File: config.mk
export PLATFORM = sky130hd
export DESIGN_NAME = bxlat_unit
export DESIGN_NICKNAME = d
export VERILOG_FILES = /design/src/rtl/bxlat_pkg.sv /design/src/rtl/bxlat_regs.sv /design/src/rtl/bxlat_match.sv /design/src/rtl/bxlat_prio.sv /design/src/rtl/bxlat_unit.sv
export SDC_FILE = /design/constraint.sdc
export NUM_CORES = 1
export LEC_CHECK = 0
export BUFFER_PORTS_ARGS = -buffer_cell sky130_fd_sc_hd__clkbuf_2
export CORE_ASPECT_RATIO = 0.7
export CORE_MARGIN = 1.5
export CORE_UTILIZATION = 28
export DETAILED_ROUTE_END_ITERATION = 7
export SKIP_CTS_REPAIR_TIMING = 1
export SLEW_MARGIN = 0
export SYNTH_ARGS = -nofsm -noshare
export SYNTH_HDL_FRONTEND = slang
export SYNTH_HIERARCHICAL = 1
export SYNTH_SLANG_ARGS = --single-unit
export TNS_END_PERCENT = 50
File: constraint.sdc
create_clock -name clk -period 7.7 [get_ports clk]
set_input_delay 0.385 -clock clk [delete_from_list [all_inputs] [get_ports clk]]
set_output_delay 0.385 -clock clk [all_outputs]
set_load 0.05 [all_outputs]
File: src/rtl/bxlat_pkg.sv
package bxlat_pkg;
  localparam int ADDR_W  = 32;
  localparam int BLK_LSB = 17;
  localparam int PG_W    = ADDR_W - BLK_LSB;
  localparam int BL_W    = 11;
  localparam int WD_W    = PG_W + BL_W + 2;

  typedef struct packed {
    logic [PG_W-1:0] base;
    logic [BL_W-1:0] mask;
    logic            sv;
    logic            uv;
  } upper_t;

  typedef struct packed {
    upper_t          up;
    logic [PG_W-1:0] phys;
  } pair_t;
endpackage

File: src/rtl/bxlat_regs.sv
module bxlat_regs
  import bxlat_pkg::*;
#(
  parameter int NUM_PAIRS = 4
) (
  input  logic                         clk,
  input  logic                         rst_n,
  input  logic                         wr_en,
  input  logic [$clog2(NUM_PAIRS)-1:0] wr_sel,
  input  logic                         wr_upper,
  input  logic [WD_W-1:0]              wr_data,
  output pair_t                        pairs [NUM_PAIRS]
);
  logic [1:0] rst_sync;
  logic       rst_int_n;
  pair_t      pairs_d [NUM_PAIRS];
  pair_t      pairs_q [NUM_PAIRS];

  always_ff @(posedge clk or negedge rst_n) begin
    if (!rst_n) rst_sync <= 2'b00;
    else        rst_sync <= {rst_sync[0], 1'b1};
  end
  assign rst_int_n = rst_sync[1];

  always_comb begin
    pairs_d = pairs_q;
    if (wr_upper) pairs_d[wr_sel].up   = wr_data;
    else          pairs_d[wr_sel].phys = wr_data[WD_W-1 -: PG_W];
  end

  always_ff @(posedge clk or negedge rst_int_n) begin
    if (!rst_int_n) begin
      for (int i = 0; i < NUM_PAIRS; i++) pairs_q[i] <= '0;
    end else if (wr_en) begin
      pairs_q <= pairs_d;
    end
  end

  assign pairs = pairs_q;
endmodule

File: src/rtl/bxlat_match.sv
module bxlat_match
  import bxlat_pkg::*;
(
  input  pair_t           pair,
  input  logic [PG_W-1:0] ea_pg,
  output logic            match,
  output logic [PG_W-1:0] pg_out,
  output logic            warn
);
  logic [PG_W-1:0] mask_x;
  logic [BL_W:0]   mask_p1;
  logic            enabled, base_bad, phys_ovl, not_run;

  assign mask_x   = {{(PG_W-BL_W){1'b0}}, pair.up.mask};
  assign mask_p1  = {1'b0, pair.up.mask} + (BL_W+1)'(1);
  assign enabled  = pair.up.sv | pair.up.uv;
  assign base_bad = |(pair.up.base & mask_x);
  assign phys_ovl = |(pair.phys & mask_x);
  assign not_run  = |(mask_p1 & {1'b0, pair.up.mask});

  assign match  = enabled & ~base_bad & ((ea_pg & ~mask_x) == pair.up.base);
  assign pg_out = pair.phys | (ea_pg & mask_x);
  assign warn   = enabled & ~base_bad & (phys_ovl | not_run);
endmodule

File: src/rtl/bxlat_prio.sv
module bxlat_prio
  import bxlat_pkg::*;
#(
  parameter int NUM_PAIRS = 4
) (
  input  logic [NUM_PAIRS-1:0] match,
  input  logic [PG_W-1:0]      pg_in [NUM_PAIRS],
  output logic                 hit,
  output logic [PG_W-1:0]      pg_sel
);
  always_comb begin
    hit    = 1'b0;
    pg_sel = '0;
    for (int i = NUM_PAIRS-1; i >= 0; i--) begin
      if (match[i]) begin
        hit    = 1'b1;
        pg_sel = pg_in[i];
      end
    end
  end
endmodule

File: src/rtl/bxlat_unit.sv
module bxlat_unit
  import bxlat_pkg::*;
#(
  parameter int                NUM_PAIRS = 4,
  parameter logic [ADDR_W-1:0] MAIN_BASE = 32'h0000_0000,
  parameter logic [ADDR_W-1:0] MAIN_SIZE = 32'h0180_0000,
  parameter logic [ADDR_W-1:0] EXT_BASE  = 32'h1000_0000,
  parameter logic [ADDR_W-1:0] EXT_SIZE  = 32'h0400_0000,
  parameter logic [ADDR_W-1:0] LOCK_BASE = 32'hE000_0000,
  parameter logic [ADDR_W-1:0] LOCK_SIZE = 32'h0000_4000
) (
  input  logic                         clk,
  input  logic                         rst_n,
  input  logic                         wr_en,
  input  logic [$clog2(NUM_PAIRS)-1:0] wr_sel,
  input  logic                         wr_upper,
  input  logic [WD_W-1:0]              wr_data,
  input  logic [ADDR_W-1:0]            ea,
  output logic                         hit,
  output logic [ADDR_W-1:0]            pa,
  output logic                         ram_hit,
  output logic [NUM_PAIRS-1:0]         cfg_warn
);
  pair_t                 pairs [NUM_PAIRS];
  logic [NUM_PAIRS-1:0]  match;
  logic [PG_W-1:0]       pg_each [NUM_PAIRS];
  logic [PG_W-1:0]       pg_sel;
  logic                  hit_c;
  logic                  in_main, in_ext, in_lock;

  bxlat_regs #(.NUM_PAIRS(NUM_PAIRS)) regs_i (
    .clk(clk), .rst_n(rst_n), .wr_en(wr_en), .wr_sel(wr_sel),
    .wr_upper(wr_upper), .wr_data(wr_data), .pairs(pairs)
  );

  for (genvar i = 0; i < NUM_PAIRS; i++) begin : g_pair
    bxlat_match match_i (
      .pair(pairs[i]), .ea_pg(ea[ADDR_W-1:BLK_LSB]),
      .match(match[i]), .pg_out(pg_each[i]), .warn(cfg_warn[i])
    );
  end

  bxlat_prio #(.NUM_PAIRS(NUM_PAIRS)) prio_i (
    .match(match), .pg_in(pg_each), .hit(hit_c), .pg_sel(pg_sel)
  );

  assign hit = hit_c;
  assign pa  = hit_c ? {pg_sel, ea[BLK_LSB-1:0]} : '0;

  assign in_main = (pa - MAIN_BASE) < MAIN_SIZE;
  assign in_ext  = (pa - EXT_BASE)  < EXT_SIZE;
  assign in_lock = (pa - LOCK_BASE) < LOCK_SIZE;
  assign ram_hit = hit_c & (in_main | in_ext | in_lock);
endmodule

==> run metrics, run 1 <==
Lkg Pwr=4.83 nW; antenna violations before repair=1; Max stage delay on crit path=820 ps; Initial Utilization=28.7%; share of cells above drive strength 1=40.0%; Max stage delay cell, worst path=nand2_1; largest family of logic cells by synthesized area=multiplexers; R2R cell count=1; Iteration-0 DRC Markers=428; drt via density=4.89; adder-cell share of the synthesized area=0.129%; Post-Syn Area per Cell=12.2 sq um; root buf cell=clkbuf_16; PD cells=260 mW/mm^2; fin worst setup slack=2210 ps; first-pass GRT wire length=43900 um; final critical-path required period=5490 ps; row count=56; Max FO, Critical Path=35; syn_nets=867; Routability Congestion=0.922; vias=6662; critical path class=flop to output pin; DRC=0; Slew Limit Fails=0; Setup crit end kind=output pin; fill cell count=3418; worst clock skew=7.70 ps; port buffer count=103; register area share after synthesis=44.8%; Post-Place Cells=1328; Top Ports=104; number of synthesized flops with an enable pin=0; Worst R2R Setup Slack=6000 ps; H-tree levels=4; Main synth FF type=dfrtp_1; Synth Area in Simple Gates=11.0%; endpoints failing setup=0; crit-path most repeated cell=nand2_1; most frequent cells in the layout=dfrtp_1 (173), mux2_2 (120), clkbuf_2 (103); Clock Pin Slew Worst Setup and Hold Paths=70 ps; antenna viol nets, final=0; CTS buffer count=17; vias in the first global route=6740; die area=0.0359 sq mm; critical path, cell by cell=or2b_2, xnor2_1, nor4_1, nand4_1, nor4_2, nor2_2, buf_4, nand2_1, nand2_1, ha_1, or2b_1, a211o_1, a311oi_1, clkbuf_2; Yosys reg bits=174; RSZ-0062 raised after global routing=false; Die Ht=159 um; yosys warns=6; Non-Filler Instances=1363; CP startpoint kind=flop; Synth Instances=800; gr usage total=16.7%; asr flop ratio synth=100%; P&R area growth vs syn=14.3%; Worst VDD drop=0.000198 V; First-pass DRT Iterations=4; dpl ws=2550 ps; Final Hold Vio Count=0; Required @ worst endpoint=7320 ps; CP Data Arrival Time=5110 ps; XOR/XNOR share of the synthesized area=5.49%; area of the core=0.0338 sq mm; Mapped Area=0.00973 sq mm; Critical R2R Launch=regs_i/rst_sync[1]; footprint of the multi-input gates=0.00489 sq mm; DRT Wirelength=29300 um; clk buf depth=2; WL per Instance=21.5 um; Distinct cells, synth=59; DP Wirelength=22000 um; TritonCTS clock tree=done; largest net degree at the start of global routing=63; worst skew pair latency=460 ps; capturing point of the worst reg2reg path=regs_i/pairs[167]; width of the die=226 um; most common cell after layout, fill and taps aside=dfrtp_1; Slew @ Worst Pin=1120 ps; highest clock rate=182 MHz; mux contribution to synthesized area=21.8%; crit share post-route=71.3%; post-synthesis compound-gate area fraction=11.6%; final setup TNS=0 ps; grt total ovfl=0; nets@finish=951; status=finished, final reports clean; Slew HR=25.5%; # clock sinks=174; total of max-cap violations=0; Hold Path Class=input pin to asynchronous set/reset pin; register area=0.00436 sq mm
[how the worst max path moves through the flow]
| stage | end | slack (ps) | cells past startpoint | startpoint |
|---|---|---|---|---|
| detailed placement | ram_hit | 2550 | 15 | ea[23] |
| global placement | ram_hit | 2710 | 15 | ea[23] |
| global route | ram_hit | 1840 | 14 | regs_i/pairs[152] |
| finish | ram_hit | 2210 | 14 | regs_i/pairs[152] |
| CTS | ram_hit | 2220 | 14 | regs_i/pairs[152] |
| floorplan | regs_i/pairs[0] | 2490 | 0 | regs_i/rst_sync[1] |
[critical path: cells and delay by family, from the launching register on]
kind            cells  cell delay, ps
buf+inv             2             560
xor+xnor            1             130
compound gates      2             600
flops               1             440
simple gates        8            2630
fa+ha+maj           1             280
[layer usage]
| metal | GRT usage [%] | part of all wire, % | vias to the layer above |
|---|---|---|---|
| met2 | 22.4 | 40 | 221 |
| met4 | 6.04 | 2.4 | 2 |
| met3 | 5.67 | 7.5 | 38 |
| met5 | 1.75 | 0.30 | - |
| li1 | - | - | 3037 |
| met1 | 24.4 | 50 | 3364 |
[synth_stat cells, drive strengths merged, types with 2 or more instances]
master	count	area (sq um)
dfrtp	174	4350
mux2	172	2120
xnor2	61	534
a21o	44	335
buf	42	353
o21ai	37	185
inv	32	120
and2	29	183
nor2b	29	189
nand4	22	153
a21oi	18	128
nand2	15	56.3
o22ai	14	93.8
a22oi	13	148
nand2b	13	83.8
a221oi	12	105
nor4	10	93.8
or2b	9	72.6
a22o	8	70.1
nor2	7	28.8
nand3b	6	45.0
a211oi	4	30.0
clkbuf	4	18.8
nand3	4	20.0
nor3b	4	30.0
and4bb	3	37.5
nand4b	3	32.5
a31oi	2	12.5
[state kept, by name (all words and copies together), names as in the netlist]
register / cells
regs_i/rst_sync: 2
regs_i/pairs: 172
[per-stage QoR]
stage / power [mW] / util, % / hold WS, ps / area, sq um
4_1_cts: 2.90 / 32.8 / -325 / 11100
2_1_floorplan: 1.81 / - / 89.4 / 9730
3_5_place_dp: 2.01 / 31.1 / 172 / 10500
3_3_place_gp: 2.00 / 31.1 / 173 / 10500
6_report: 2.89 / 32.9 / 235 / 11100
5_1_grt: 3.03 / 32.8 / 228 / 11100
[logic make-up after synthesis]
logic type               Yosys count
AO/OA/AOI/OAI                    155
XOR/XNOR                          61
adder cells (fa/ha/maj)            1
buffers and inverters             78
flip-flops                       174
multiplexers                     172
other                              1
AND/OR/NAND/NOR                  158
[power by group]
group,internal [mW],total [mW],leakage [nW],switching (mW)
combinational,0.371,0.658,2.46,0.287
clock,0.462,0.883,0.289,0.421
sequential,1.11,1.35,2.09,0.234
[cell type report]
cell class	count	share of cell area (%)
diodes	2	0.0450
clock buffers	17	3.83
clock inverters	15	1.47
inverters	32	1.08
multi-input cells	548	44.0
flip-flops and latches	174	39.2
well taps	464	5.22
repair buffers	111	5.20
No activity file was read; power rests on OpenSTA's default activity.
==> inputs of run 2 (changes only) <==
==> constraint.sdc (replaced) <==
create_clock -name clk -period 5.7 [get_ports clk]
set_input_delay 0.285 -clock clk [delete_from_list [all_inputs] [get_ports clk]]
set_output_delay 0.285 -clock clk [all_outputs]
set_load 0.05 [all_outputs]
==> run 2 against run 1 <==
Compared with the run above: clock skew hardly changed; flip-flop and latch count stayed put; core utilization is 0.11 points higher; wire length is 0.18% higher; global-route usage is 0.089 points higher; clock power is 43% higher; highest routed layer is now met4; critical endpoint unchanged; combinational power is 40% higher; largest power group unchanged; sequential share of layout area is 0.13 points lower; clock-buffer cell count is 1 higher.
==> run metrics, run 2 (same netlist as run 1, synthesis figures left out) <==
TritonCTS clock tree=done; grt total ovfl=0; crit share post-route=85.3%; die area=0.0359 sq mm; Initial Utilization=28.7%; Iteration-0 DRC Markers=656; CTS buffer count=17; Setup crit end kind=output pin; most common cell after layout, fill and taps aside=dfrtp_1; First-pass DRT Iterations=5; status=finished, final reports clean; RSZ-0062 raised after global routing=false; Routability Congestion=0.910; root buf cell=clkbuf_16; Die Ht=159 um; final setup TNS=0 ps; port buffer count=103; Slew Limit Fails=0; Hold Path Class=input pin to asynchronous set/reset pin; WL per Instance=21.6 um; DRT Wirelength=29400 um; Slew @ Worst Pin=1150 ps; fill cell count=3387; area of the core=0.0338 sq mm; # clock sinks=174; antenna violations before repair=1; post-layout util=33.0%; largest net degree at the start of global routing=173; Worst VDD drop=0.000146 V; vias in the first global route=6929; drt via density=4.96; clk buf depth=2; DRC=0; width of the die=226 um; total of max-cap violations=0; row count=56; Final Hold Vio Count=0; most frequent cells in the layout=dfrtp_1 (173), mux2_2 (120), clkbuf_2 (103); worst skew pair latency=440 ps; Required @ worst endpoint=5410 ps; Largest register FFs=172; H-tree levels=4; Max FO, Critical Path=16; critical path class=flop to output pin; CP startpoint kind=flop; Top Ports=104; endpoints failing setup=0; gr usage total=16.8%; vias=6750; first-pass GRT wire length=44300 um; P&R area growth vs syn=14.7%; Lkg Pwr=4.85 nW; highest clock rate=206 MHz; CP Data Arrival Time=4580 ps; Clock Pin Slew Worst Setup and Hold Paths=70 ps; PD cells=356 mW/mm^2; nets@finish=950; worst clock skew=8.04 ps; final critical-path required period=4860 ps; antenna viol nets, final=0; Slew HR=23.5%; share of cells above drive strength 1=39.9%; total chip power=3.98 mW; DP Wirelength=22100 um
-- run 2: layout make-up --
class / instances / area (sq um) / share of cell area [%]
Clock inverter: 13 / 185 / 1.66
Clock buffer: 18 / 439 / 3.94
Antenna cell: 1 / 2.50 / 0.0224
Multi-Input combinational cell: 548 / 4890 / 43.8
Inverter: 32 / 120 / 1.08
Tap cell: 464 / 581 / 5.20
Timing Repair Buffer: 110 / 583 / 5.23
Sequential cell: 174 / 4360 / 39.1
-- run 2: final timing paths --
path	from	end	slack, ps	cells after the start
max	regs_i/pairs[109]	ram_hit	840	13
min	rst_n	regs_i/rst_sync[1]	150	2
max reg2reg	regs_i/rst_sync[1]	regs_i/pairs[107]	4460	1
min reg2reg	regs_i/rst_sync[0]	regs_i/rst_sync[1]	350	0
max in group asynchronous	regs_i/rst_sync[1]	regs_i/pairs[107]	4460	1
min in group clk	wr_data[9]	regs_i/pairs[153]	160	2
-- run 2: through the flow --
step	cell area, sq um	worst slack (ps)	instances	hold slack [ps]
5_1_grt	11200	523	1359	145
4_1_cts	11100	844	1358	-403
3_5_place_dp	10500	1260	1327	75.0
3_3_place_gp	10500	1270	1327	71.7
2_1_floorplan	9730	493	800	-10.6
6_report	11200	837	1360	153
-- run 2: layer usage --
metal | part of all wire (%) | vias up | track usage, % | wire [um]
met1 | 49 | 3462 | 24.8 | 14500
met4 | 1.1 | 0 | 3.48 | 316
li1 | - | 3038 | - | -
met2 | 42 | 227 | 24.0 | 12300
met3 | 7.7 | 23 | 5.06 | 2250
met5 | 0 | - | 0 | 0
-- run 2: power breakdown --
part           internal, mW  switching (mW)  leakage, nW
sequential             1.51           0.295         2.09
clock                 0.745           0.513        0.303
combinational         0.502           0.415         2.46
-- run 2: worst max-delay path, cell delays in order, from the launching register on --
cell      delay (ps)
dfrtp_1          450
or2b_2           320
xnor2_1          160
nor4_1           330
nand4_1          170
nor4_2           460
nor2_2           290
nand2_1          380
nand2_1          180
ha_1             230
or2b_1           230
a211o_1          290
a311oi_1         290
clkbuf_2         340
